`config.mk`:
```
export PLATFORM = sky130hd
export DESIGN_NAME = irqc_cpu_if
export DESIGN_NICKNAME = d
export VERILOG_FILES = /design/src/rtl/irqc_pkg.sv /design/src/rtl/irqc_cfg_regs.sv /design/src/rtl/irqc_prio_stack.sv /design/src/rtl/irqc_signal.sv /design/src/rtl/irqc_cpu_if.sv
export SDC_FILE = /design/constraint.sdc
export NUM_CORES = 1
export LEC_CHECK = 0
export BUFFER_PORTS_ARGS = -buffer_cell sky130_fd_sc_hd__buf_2
export CAP_MARGIN = 20
export CORE_ASPECT_RATIO = 1.4
export CORE_MARGIN = 2
export CORE_UTILIZATION = 47
export DETAILED_ROUTE_END_ITERATION = 7
export PLACE_DENSITY_LB_ADDON = 0.1
export SYNTH_ARGS = -nofsm -noshare
export SYNTH_HDL_FRONTEND = slang
export SYNTH_SLANG_ARGS = --single-unit
```
`constraint.sdc`:
```
create_clock -name clk -period 5.7 [get_ports clk]
set_input_delay 0.285 -clock clk [delete_from_list [all_inputs] [get_ports clk]]
set_output_delay 0.285 -clock clk [all_outputs]
set_load 0.005 [all_outputs]
```
`src/rtl/irqc_pkg.sv`:
```
`timescale 1ns/1ps
package irqc_pkg;
    localparam int ID_W    = 10;
    localparam int PRIO_W  = 8;
    localparam int DATA_W  = 32;
    localparam int ADDR_W  = 12;

    localparam logic [ID_W-1:0]   SPURIOUS_ID = '1;
    localparam logic [PRIO_W-1:0] IDLE_PRIO   = '1;

    localparam logic [ADDR_W-1:0] OFS_CTRL  = 12'h000;
    localparam logic [ADDR_W-1:0] OFS_MASK  = 12'h004;
    localparam logic [ADDR_W-1:0] OFS_ACK   = 12'h00C;
    localparam logic [ADDR_W-1:0] OFS_EOI   = 12'h010;
    localparam logic [ADDR_W-1:0] OFS_RUN   = 12'h014;
    localparam logic [ADDR_W-1:0] OFS_HPEND = 12'h018;

    typedef struct packed {
        logic [ID_W-1:0]   id;
        logic [PRIO_W-1:0] prio;
    } irq_entry_t;

    typedef enum logic [2:0] {
        SEL_CTRL,
        SEL_MASK,
        SEL_ACK,
        SEL_EOI,
        SEL_RUN,
        SEL_HPEND,
        SEL_NONE
    } reg_sel_t;

    function automatic reg_sel_t decode_addr(input logic [ADDR_W-1:0] a);
        case (a)
            OFS_CTRL:  return SEL_CTRL;
            OFS_MASK:  return SEL_MASK;
            OFS_ACK:   return SEL_ACK;
            OFS_EOI:   return SEL_EOI;
            OFS_RUN:   return SEL_RUN;
            OFS_HPEND: return SEL_HPEND;
            default:   return SEL_NONE;
        endcase
    endfunction

    function automatic logic [DATA_W-1:0] zext_id(input logic [ID_W-1:0] v);
        return {{(DATA_W-ID_W){1'b0}}, v};
    endfunction

    function automatic logic [DATA_W-1:0] zext_prio(input logic [PRIO_W-1:0] v);
        return {{(DATA_W-PRIO_W){1'b0}}, v};
    endfunction
endpackage

```
`src/rtl/irqc_cfg_regs.sv`:
```
`timescale 1ns/1ps
module irqc_cfg_regs
    import irqc_pkg::*;
(
    input  logic              clk,
    input  logic              rst,
    input  logic              wr_en,
    input  reg_sel_t          wr_sel,
    input  logic [DATA_W-1:0] wdata,
    output logic              en_q,
    output logic [PRIO_W-1:0] mask_q
);
    always_ff @(posedge clk) begin
        if (rst) begin
            en_q   <= 1'b0;
            mask_q <= '0;
        end else if (wr_en) begin
            if (wr_sel == SEL_CTRL) en_q   <= wdata[0];
            if (wr_sel == SEL_MASK) mask_q <= wdata[PRIO_W-1:0];
        end
    end

    // the registers sit at their reset values in the first cycle after reset
    a_r1_reset_values: assert property (@(posedge clk)
        rst |=> (!en_q && mask_q == '0));
endmodule

```
`src/rtl/irqc_prio_stack.sv`:
```
`timescale 1ns/1ps
module irqc_prio_stack
    import irqc_pkg::*;
#(
    parameter int DEPTH = 4
)(
    input  logic              clk,
    input  logic              rst,
    input  logic              push,
    input  irq_entry_t        push_entry,
    input  logic              eoi_req,
    input  logic [ID_W-1:0]   eoi_id,
    output logic [PRIO_W-1:0] run_prio,
    output logic              full,
    output logic              eoi_hit
);
    localparam int CNT_W = $clog2(DEPTH + 1);
    localparam int IDX_W = (DEPTH > 1) ? $clog2(DEPTH) : 1;
    localparam logic [CNT_W-1:0] DEPTH_C = CNT_W'(DEPTH);

    irq_entry_t        slots [DEPTH];
    logic [CNT_W-1:0]  count_q;
    logic [IDX_W-1:0]  top_idx;
    logic [IDX_W-1:0]  wr_idx;
    irq_entry_t        top_entry;

    assign top_idx   = IDX_W'(count_q - 1'b1);
    assign wr_idx    = IDX_W'(count_q);
    assign top_entry = slots[top_idx];
    assign full      = (count_q == DEPTH_C);
    assign run_prio  = (count_q == '0) ? IDLE_PRIO : top_entry.prio;
    assign eoi_hit   = eoi_req && (count_q != '0) && (top_entry.id == eoi_id);

    always_ff @(posedge clk) begin
        if (rst) begin
            count_q <= '0;
            for (int i = 0; i < DEPTH; i++) slots[i] <= '0;
        end else if (push && !full) begin
            slots[wr_idx] <= push_entry;
            count_q       <= count_q + 1'b1;
        end else if (eoi_hit) begin
            count_q <= count_q - 1'b1;
        end
    end

    // the signalling logic never offers a push to a full stack
    a_r10_no_push_when_full: assert property (@(posedge clk) disable iff (rst)
        push |-> !full);
    // the nesting count never exceeds the depth
    a_r10_depth_bound: assert property (@(posedge clk) disable iff (rst)
        count_q <= DEPTH_C);
    // each acknowledge raises urgency, so the running value drops
    a_r6_push_lowers_running: assert property (@(posedge clk) disable iff (rst)
        push |=> (run_prio < $past(run_prio)));
    // a non-matching completion leaves the nesting unchanged
    a_r8_mismatch_ignored: assert property (@(posedge clk) disable iff (rst)
        (eoi_req && !eoi_hit && !push) |=> $stable(count_q));
endmodule

```
`src/rtl/irqc_signal.sv`:
```
`timescale 1ns/1ps
module irqc_signal
    import irqc_pkg::*;
(
    input  logic              clk,
    input  logic              rst,
    input  logic              en,
    input  logic [PRIO_W-1:0] mask,
    input  logic              cand_valid,
    input  logic [PRIO_W-1:0] cand_prio,
    input  logic [PRIO_W-1:0] run_prio,
    input  logic              stack_full,
    input  logic              ack_take,
    output logic              qualify,
    output logic              irq_q
);
    logic beats_mask;
    logic beats_running;

    assign beats_mask    = cand_prio < mask;
    assign beats_running = cand_prio < run_prio;
    assign qualify = en && cand_valid && beats_mask && beats_running && !stack_full;

    always_ff @(posedge clk) begin
        if (rst) irq_q <= 1'b0;
        else     irq_q <= qualify && !ack_take;
    end

    // a disabled interface gives a low request in the next cycle
    a_r2_disabled_quiet: assert property (@(posedge clk) disable iff (rst)
        !en |=> !irq_q);
    // a raised request came from a priority below the mask
    a_r3_mask_respected: assert property (@(posedge clk) disable iff (rst)
        (!ack_take && !beats_mask) |=> !irq_q);
    // the request is low in the cycle after an acknowledge
    a_r9_drop_after_ack: assert property (@(posedge clk) disable iff (rst)
        ack_take |=> !irq_q);
endmodule

```
`src/rtl/irqc_cpu_if.sv`:
```
`timescale 1ns/1ps
module irqc_cpu_if
    import irqc_pkg::*;
#(
    parameter int STACK_DEPTH = 4
)(
    input  logic        clk,
    input  logic        rst,
    input  logic        bus_wr,
    input  logic        bus_rd,
    input  logic [11:0] bus_addr,
    input  logic [31:0] bus_wdata,
    output logic [31:0] bus_rdata,
    input  logic        cand_valid,
    input  logic [9:0]  cand_id,
    input  logic [7:0]  cand_prio,
    output logic        irq_o,
    output logic        take_valid,
    output logic [9:0]  take_id,
    output logic        done_valid,
    output logic [9:0]  done_id
);
    reg_sel_t          sel;
    logic              en_q;
    logic [PRIO_W-1:0] mask_q;
    logic [PRIO_W-1:0] run_prio;
    logic              stack_full;
    logic              qualify;
    logic              ack_take;
    logic              eoi_req;
    logic              eoi_hit;
    irq_entry_t        cand_entry;
    logic              unused_wdata;

    assign sel          = decode_addr(bus_addr);
    assign cand_entry   = '{id: cand_id, prio: cand_prio};
    assign ack_take     = bus_rd && (sel == SEL_ACK) && qualify;
    assign eoi_req      = bus_wr && (sel == SEL_EOI);
    assign unused_wdata = ^bus_wdata[DATA_W-1:ID_W];

    irqc_cfg_regs u_cfg (
        .clk    (clk),
        .rst    (rst),
        .wr_en  (bus_wr),
        .wr_sel (sel),
        .wdata  (bus_wdata),
        .en_q   (en_q),
        .mask_q (mask_q)
    );

    irqc_prio_stack #(.DEPTH(STACK_DEPTH)) u_stack (
        .clk        (clk),
        .rst        (rst),
        .push       (ack_take),
        .push_entry (cand_entry),
        .eoi_req    (eoi_req),
        .eoi_id     (bus_wdata[ID_W-1:0]),
        .run_prio   (run_prio),
        .full       (stack_full),
        .eoi_hit    (eoi_hit)
    );

    irqc_signal u_sig (
        .clk        (clk),
        .rst        (rst),
        .en         (en_q),
        .mask       (mask_q),
        .cand_valid (cand_valid),
        .cand_prio  (cand_prio),
        .run_prio   (run_prio),
        .stack_full (stack_full),
        .ack_take   (ack_take),
        .qualify    (qualify),
        .irq_q      (irq_o)
    );

    always_comb begin
        bus_rdata = '0;
        if (bus_rd) begin
            case (sel)
                SEL_CTRL:  bus_rdata = {{(DATA_W-1){1'b0}}, en_q};
                SEL_MASK:  bus_rdata = zext_prio(mask_q);
                SEL_ACK:   bus_rdata = zext_id(qualify ? cand_id : SPURIOUS_ID);
                SEL_RUN:   bus_rdata = zext_prio(run_prio);
                SEL_HPEND: bus_rdata = zext_id(cand_valid ? cand_id : SPURIOUS_ID);
                default:   bus_rdata = '0;
            endcase
        end
    end

    assign take_valid = ack_take;
    assign take_id    = cand_id;
    assign done_valid = eoi_hit;
    assign done_id    = bus_wdata[ID_W-1:0];

    // an accepted acknowledge returns exactly the reported identifier
    a_r4_ack_data_matches: assert property (@(posedge clk) disable iff (rst)
        take_valid |-> (bus_rdata == zext_id(take_id)));
    // a spurious acknowledge reports no take
    a_r5_spurious_no_take: assert property (@(posedge clk) disable iff (rst)
        (bus_rd && sel == SEL_ACK && bus_rdata == zext_id(SPURIOUS_ID)) |-> !take_valid);
    // a completion restores a less urgent (numerically higher) running value
    a_r7_done_raises_running: assert property (@(posedge clk) disable iff (rst)
        (done_valid && !take_valid) |=> (run_prio > $past(run_prio)));
endmodule

```
-- Word level (Yosys, flattened, before mapping)
Memory sizes are Yosys's and may differ from the RTL's.
Index checks and enable logic that the tools add are counted.
- reductions and logical operators: 21
- $lt $le $gt $ge: 2
- shift operators: 0
- equality and inequality tests: 12
- $add $sub $neg: 2
- bitwise gates (word level): 0
- multiplexer cells: 16
- div/mod/pow operators: 0
- multiply operators: 0
- operators by type and width (operator ; count):
    10-bit one-hot mux with 5 select lines ; 1
    12-bit by 5-bit == test with 1-bit output, second input constant ; 3
    10-bit two-way mux ; 3
    18-bit two-way mux ; 1
    3-bit one-hot mux with 6 select lines ; 1
    18-bit OR reduction ; 1
    8-bit < comparator ; 2
    12-bit by 3-bit == test with 1-bit output, second input constant ; 1
    12-bit by 4-bit == test with 1-bit output, second input constant ; 1
    12-bit zero test ; 1
    1-bit logical AND ; 11
    10-bit == test ; 1
    3-bit == test, second input constant ; 3
    8-bit two-way mux ; 1
    3-bit by 2-bit == test with 1-bit output, second input constant ; 2
    3-bit zero test ; 2
    1-bit two-way mux ; 6
    3-bit two-way mux ; 2
    2-bit AND reduction ; 2
    3-bit by 1-bit adder with 3-bit output, second input constant ; 1
    3-bit by 1-bit == test with 1-bit output, second input constant ; 1
    3-bit nonzero test ; 1
    3-bit by 1-bit subtractor with 3-bit output, second input constant ; 1
    1-bit zero test ; 2
    2 further kinds ; 2
- bits in read-only memories: 0
- output and inout bits: 55
- latch bits: 0
- word-level logic and storage cells: 58
- memories kept: 1
- RAM bits: 72
- register bits: 13
- memories (name ; words ; width ; rd ports ; clocked after Yosys merged registers in ; write ports ; line ; text):
    u_stack.slots ; 4 ; 18 ; 1 ; 0 ; 4 ; irqc_prio_stack.sv:21 ; irq_entry_t slots [DEPTH];

-- Longest topological paths before layout
Gate-level depths: netlist (run 1).
An unclocked memory read counts as a cell.
- depth in word-level cells: 13
- mapped depth: 19
- gate-level depth less buffers: 11

-- Hierarchy
A second synthesis (run 1) with hierarchy kept.
- cells, all modules: 466
- area total of the unflattened synthesis: 5273.8 um^2
- modules (own cells, without submodules) (module ; seq. area each (um^2) ; times used ; area each (um^2) ; cells each):
    irqc_prio_stack ; 2222.1 ; 1 ; 3631.0 ; 251
    irqc_cpu_if ; 0.0 ; 1 ; 835.8 ; 124
    irqc_cfg_regs ; 180.2 ; 1 ; 412.9 ; 39
    irqc_signal ; 20.0 ; 1 ; 394.1 ; 52

-- Worst setup path before layout (run 1)
OpenSTA, ideal clock, no wires.
- path kind: reg2reg
- from: register u_stack.count_q[0]
- to: memory u_stack.slots[3][0] in the netlist's numbering, enable pin
- data arrival time: 5.199 ns
- path slack: 0.080 ns
- clock period less this slack: 5.620 ns
- cell stages (with the launch flop): 17
- setup time: 0.421 ns
- buffers on the path: 6
- data required time: 5.279 ns
- cells stage by stage: dfxtp_1 > buf_4 > inv_1 > buf_1 > clkbuf_1 > ha_1 > buf_6 > buf_2 > clkbuf_1 > mux4_2 > nor2_1 > ha_1 > a211oi_1 > o211ai_1 > a2111o_1 > a21o_1 > o31ai_1
- RTL lines (what ; line ; text):
    start: declaration ; irqc_prio_stack.sv:22 ; logic [CNT_W-1:0] count_q;
    start signal: assignment ; irqc_prio_stack.sv:40 ; count_q <= count_q + 1'b1;
    start signal: assignment ; irqc_prio_stack.sv:42 ; count_q <= count_q - 1'b1;
    end: declaration ; irqc_prio_stack.sv:21 ;

==> impl_metrics.ini, run 1 <==
[synthesis]
netlist.top_cell.by_area = edfxtp_1
synth_top_area_share_pct = 40.7
synthArstFlopShare_pct = 0
synth_edf_count = 72
ys_warn_count = 0
synth_ff_type = edfxtp_1
synth_seq_area_share_pct = 45.6
ys_ff_latch = 85
synth_area_per_cell_sq_um = 10.2
synth_cells = 519
synth_cell_types = 56
synthTopCellsByArea = edfxtp_1, buf_4, dfxtp_1
syn_area_sq_um = 5310

[critical_path]
critPathMostFrequentCell = buf_4
cp_slowest_stage_delay_ns = 0.67
crit_required_ns = 5.74
worstSetupStartpointType = register
cp_data_arrival_time_ns = 4.63
cp_num_buf_inv = 4
critPathCaptureType = register
cp_slowest_cell = dfxtp_2
cp_max_fo = 24
critPathKind = register to register
crit_chain = inv_1 > ha_1 > buf_4 > mux4_2 > nor2_1 > ha_1 > o21ai_0 > o211ai_1 > nor2_1 > and2_1 > nand4_1 > buf_4 > o21ai_2 > buf_4
critPathTopFamily = buffers and inverters

[timing]
rsz0062_at_grt = no
hold_viol_final = 0
setup_viol = 0
layout_min_cycle_time_ns = 4.59
timing.final.ws_setup_ns = 1.11
setup_tns_ns = 0
final_max_slew_viol_count = 0
hold_ws_ns = 0.229
min_period_over_period_pct = 80.6
max_slew_margin_pct = 28.1
worst_pin_slew_ns = 1.08
max_freq_ghz = 0.218
clock_skew_ns = 0.00840

[routing]
dr_total_vias = 4174
drt_first_iter_violations = 275
drt_first_pass_iters = 5
routed_via_density = 5.84
drt-total-wl_um = 14200
post_drt_wl_per_cell_um = 19.9
drc_errors = 0
ant_nets = 0

[die]
die_x_um = 93.9
rows = 45
die-area_sq_um = 12200
start_util_pct = 48.6
ios = 122
fp.dieH_um = 130
core-area_sq_um = 10900

[clock_tree]
root_buffer = clkbuf_16
cts_resized = 0
cts_buffers = 9
cts_htree_levels = 3
clkSinkCount = 85
cts_buffer_depth = 2
cts_hold_buf = 0
clkSlewWorstSetupHoldPaths_ns = 0.06
post_cts_buffers = 0
clock_latency_ns = 0.35
cts_tree = done

[final_layout]
fin_nets = 653
areaGrowthSynthToFinish_pct = 11.2
diodes = 0
final_layout_size_suffix_gt1_share_pct = 21.6
multi_input_area_sq_um = 2420
regArea_sq_um = 2420
final.fill_count = 1017

[run_status]
status = completed

[place]
pre_cts_slack_ns = 1.09
port-buffer-count = 77
gp_congestion = 0.880
hpwl_um = 10100

[global_route]
grt_first_pass_wirelength_um = 22000
grt_use_total_pct = 24.2
grt_pass1_vias = 4091
grt-ovfl-total = 0
antenna_found_initial = 0
grt_max_degree = 34

[job]
maxCapViolCount = 0

[power]
powerDensity_nw_per_um2 = 235
irDropWorstVdd_v = 0.000149
p_leak_uw = 0.00221
power.total_uw = 1390

[hold_path]
hp-class = input port to register
[area by class of cell]
class                      instances  area share (%)
multi-input combinational        352            40.9
tap                              141            2.99
sequential                        85            41.0
timing repair buffer              89            8.00
inverter                          32            2.03
clock inverter                     3           0.296
clock buffer                      13            4.76
[registers in the layout, summed over array words and instances, names as in the netlist]
name             flops
u_stack.slots       72
u_cfg.mask_q         8
u_stack.count_q      3
u_cfg.en_q           1
u_sig.irq_q          1
[path summary, 6_finish.rpt]
| check | startpoint | endpoint | slack (ns) | cells after the start |
|---|---|---|---|---|
| worst max-delay path | u_stack.count_q[0] | u_stack.slots[0][2] | 1.11 | 14 |
| worst min-delay path | bus_wdata[7] | u_cfg.mask_q[7] | 0.23 | 3 |
| worst max register to register | u_stack.count_q[0] | u_stack.slots[0][2] | 1.11 | 14 |
| worst min register to register | u_cfg.mask_q[6] | u_cfg.mask_q[6] | 0.48 | 2 |
[synthesized netlist by cell type, drive strengths merged (4+ instances only)]
master  count
and2       39
buf        51
nor3       44
mux4       10
o31ai       8
ha         17
clkbuf     20
nand3      19
nor2b       4
nor2       23
nor4        4
a21oi      15
nand4       6
inv        32
o21ai      20
edfxtp     72
dfxtp      13
mux2i      20
a22oi       8
a31oi      13
nand2      27
xnor2       9
[routing by layer]
| metal | vias up | part of all wire (%) | GRT usage (%) |
|---|---|---|---|
| met5 | - | 0 | 0 |
| met4 | 0 | 3.7 | 11.5 |
| met3 | 41 | 6.7 | 3.93 |
| met2 | 161 | 50 | 41.4 |
| met1 | 2039 | 40 | 29.7 |
| li1 | 1933 | - | - |
[report_power, final]
group / internal, uW / leakage, uW / switching (uW)
combinational: 38.8 / 0.00124 / 70.7
clock: 344 / 0.000147 / 237
sequential: 693 / 0.000819 / 6.61
[cells in the final DEF, fill, tap and decap left out, types with 17 or more instances in the layout]
| cell | netlist | final |
|---|---|---|
| nor2_1 | 23 | 23 |
| buf_2 | 2 | 78 |
| nor3_1 | 44 | 44 |
| and2_1 | 39 | 39 |
| o21ai_0 | 19 | 17 |
| ha_1 | 17 | 17 |
| nand2_1 | 27 | 27 |
| edfxtp_1 | 72 | 72 |
| inv_1 | 32 | 32 |
| conb_1 | 1 | 22 |
| nand3_1 | 19 | 19 |
| mux2i_1 | 19 | 19 |
[cells by family after synthesis]
family | after synthesis | synth area share (%)
other cells | 1 | 0.0706
compound gates | 84 | 10.4
mux | 33 | 8.88
flops | 85 | 45.6
simple gates | 186 | 18.6
xor+xnor | 10 | 1.65
buf+inv | 103 | 10.8
fa+ha+maj | 17 | 4.00
[worst min-delay path: stages]
cell and delay (ns):
buf_2 0.12, nand3_1 0.06, a21oi_1 0.06
[metrics by stage]
step           std cells  util, %  area (sq um)
6_report             715     54.1          5910
5_1_grt              715     54.1          5910
4_1_cts              715     54.1          5910
3_5_place_dp         699     51.4          5610
3_3_place_gp         698     51.3          5610
2_1_floorplan        540        -          5390
No activity file was read; power rests on OpenSTA's default activity.
==> inputs of run 2 (changes only) <==
Settings changed: ABC_AREA from default to 1.
Clock period 5.7 ns to 3.7 ns, I/O delays scaled along.
==> impl_metrics.ini, run 2 <==
[place]
hpwl_um = 10900
pre_cts_slack_ns = 0.331
gp_congestion = 0.922
port-buffer-count = 77

[power]
p_int_uw = 1730
clkPwrFrac_pct = 45.2
comb_power_share_pct = 7.7
p_leak_uw = 0.00281
powerDensity_nw_per_um2 = 372
seqPwrFrac_pct = 47.1
netSwitchingFraction_pct = 23.8
switching_power_uw = 539
irDropWorstVdd_v = 0.000224

[global_route]
grt_use_total_pct = 26.1
use_met3_pct = 2.92
grtUsageMet1_pct = 31.3
grt_pass1_vias = 4271
grt-ovfl-total = 0
use_met2_pct = 47.5
grt_first_pass_wirelength_um = 23300
antenna_found_initial = 0
grt_busiest_layer = met2
grt_max_degree = 40

[synthesis]
synthArstFlopShare_pct = 0
synth-simple-area-share_pct = 29.7
synth_compound_area_share_pct = 7.58
synth_top_family_by_area = simple AND/OR/NAND/NOR gates
ys_top_cells_by_count = nand2_1, nor2_1, edfxtp_1
yosysMostFrequentCell = nand2_1
synth_seq_area_share_pct = 45.1
synth_cells = 658
ys_warn_count = 0
synth-xor-area-share_pct = 0.326
synth_fa_ha_area_share_pct = 3.96
synth_cell_types = 38
synth_area_per_cell_sq_um = 8.16
netlist.top_cell.by_area = edfxtp_1
synth_ff_type = edfxtp_1
synth_edf_count = 72
ys_ff_latch = 85
synthTopCellsByArea = edfxtp_1, nand2_1, buf_4
synth_top_area_share_pct = 40.3
synth.area.mux_share_pct = 0
syn_area_sq_um = 5370

[final_layout]
diodes = 0
layout_commonest_cell = nand2_1
top_register = u_stack.slots
mostFrequentLayoutCells = nand2_1, nor2_1, buf_2, edfxtp_1, inv_1
final_layout_size_suffix_gt1_share_pct = 19.9
final.fill_count = 1099
areaGrowthSynthToFinish_pct = 13.6
fin_nets = 804
fin_util_pct = 54.3
largest_register_ffs = 72
regArea_sq_um = 2420
multi_input_area_sq_um = 2390
reg_top3 = u_stack.slots: 72 flops, u_cfg.mask_q: 8 flops, u_stack.count_q: 3 flops

[timing]
max_slew_margin_pct = 40.4
setup_tns_ns = 0
layout_min_cycle_time_ns = 3.44
setup_viol = 0
min_period_over_period_pct = 93.0
timing.final.ws_setup_ns = 0.259
clock_skew_ns = 0.00545
max_freq_ghz = 0.291
hold_ws_ns = 0.198
worst_pin_slew_ns = 0.887
rsz0062_at_grt = no
hold_viol_final = 0
final_max_slew_viol_count = 0

[critical_path]
timing.rr.start = u_stack.count_q[1]
crit_required_ns = 3.51
cp_data_arrival_time_ns = 3.26
rr_worst_depth = 15
crit_end = bus_rdata[4]
critPathKind = register to output port
rrSetupSlack_ns = 0.41
worstSetupStartpointType = register
r2r_end = u_stack.slots[1][12]
cp_max_fo = 11
startpoint = u_stack.count_q[1]
critPathCaptureType = output port

[routing]
routed_via_density = 5.27
drt_first_iter_violations = 303
drt_first_pass_iters = 5
ant_nets = 0
dr_total_vias = 4580
drc_errors = 0
drt-total-wl_um = 15400
post_drt_wl_per_cell_um = 17.7

[clock_tree]
post_cts_buffers = 0
clock_latency_ns = 0.34
cts_tree = done
root_buffer = clkbuf_16
clkSinkCount = 85
cts_htree_levels = 3
cts_buffer_depth = 2
cts_buffers = 9
clkSlewWorstSetupHoldPaths_ns = 0.07

[die]
core-area_sq_um = 11200
fp.dieH_um = 130
die-area_sq_um = 12300
ios = 122
rows = 46
start_util_pct = 47.8
die_x_um = 94.3

[job]
maxCapViolCount = 0

[run_status]
status = completed

[hold_path]
hp-class = input port to register
[run 2: stage by stage]
stage / std cells / instance area, sq um / power, uW
5_1_grt: 869 / 6100 / 2340
6_report: 869 / 6100 / 2270
3_3_place_gp: 853 / 5750 / 1260
3_5_place_dp: 853 / 5750 / 1260
4_1_cts: 869 / 6090 / 2280
2_1_floorplan: 679 / 5530 / 1210
[run 2: kinds of logic after synthesis]
family,after synthesis
buf+inv,131
xor+xnor,2
flops,85
simple gates,348
other cells,1
compound gates,74
fa+ha+maj,17
[run 2: timing repair]
action                                  in CTS  in global routing
hold buffers                                 0                  0
gates resized for setup                      1                  2
endpoints found under the setup margin       3                 10
[run 2: per-layer routing]
layer	vias to the layer above	part of all wire [%]
met4	0	2.8
met3	35	6.6
met1	2135	39
met5	-	0
li1	2229	-
met2	181	52
[run 2: worst min-delay path by stage]
| stage | to | slack [ns] | depth (start not counted) | from |
|---|---|---|---|---|
| 5_1_grt | u_stack.slots[3][0] | 0.20 | 3 | cand_prio[0] |
| 6_report | u_stack.slots[0][0] | 0.20 | 3 | cand_prio[0] |
| 3_3_place_gp | u_cfg.mask_q[0] | 0.47 | 2 | u_cfg.mask_q[0] |
| 4_1_cts | u_cfg.mask_q[1] | 0.19 | 3 | bus_wdata[1] |
| 3_5_place_dp | u_cfg.mask_q[0] | 0.47 | 2 | u_cfg.mask_q[0] |
| 2_1_floorplan | u_cfg.en_q | 0.37 | 2 | bus_wdata[0] |
[run 2: final cells by class]
type	count	area share [%]
Clock inverter	7	1.83
Inverter	69	4.25
Clock buffer	9	3.69
Timing Repair Buffer	92	8.37
Multi-Input combinational cell	463	39.1
Tap cell	144	2.96
Sequential cell	85	39.8
[run 2: power groups by stage]
stage	sequential, uW	clock, uW	combinational, uW
after floorplan	1090	0	121
after global placement	1090	0	170
after detailed placement	1090	0	173
after CTS	1070	1030	174
after global routing	1070	1070	195
final	1070	1020	174
[run 2: critical path: stages (launching register included)]
cell	delay (ns)
dfxtp_1	0.33
inv_1	0.12
ha_1	0.36
buf_4	0.20
nand3_1	0.11
a21oi_2	0.20
ha_1	0.29
a22o_1	0.21
nor2_1	0.09
nand3_1	0.11
a21oi_4	0.23
nand2_2	0.20
o21ai_0	0.19
a21oi_1	0.12
buf_2	0.15
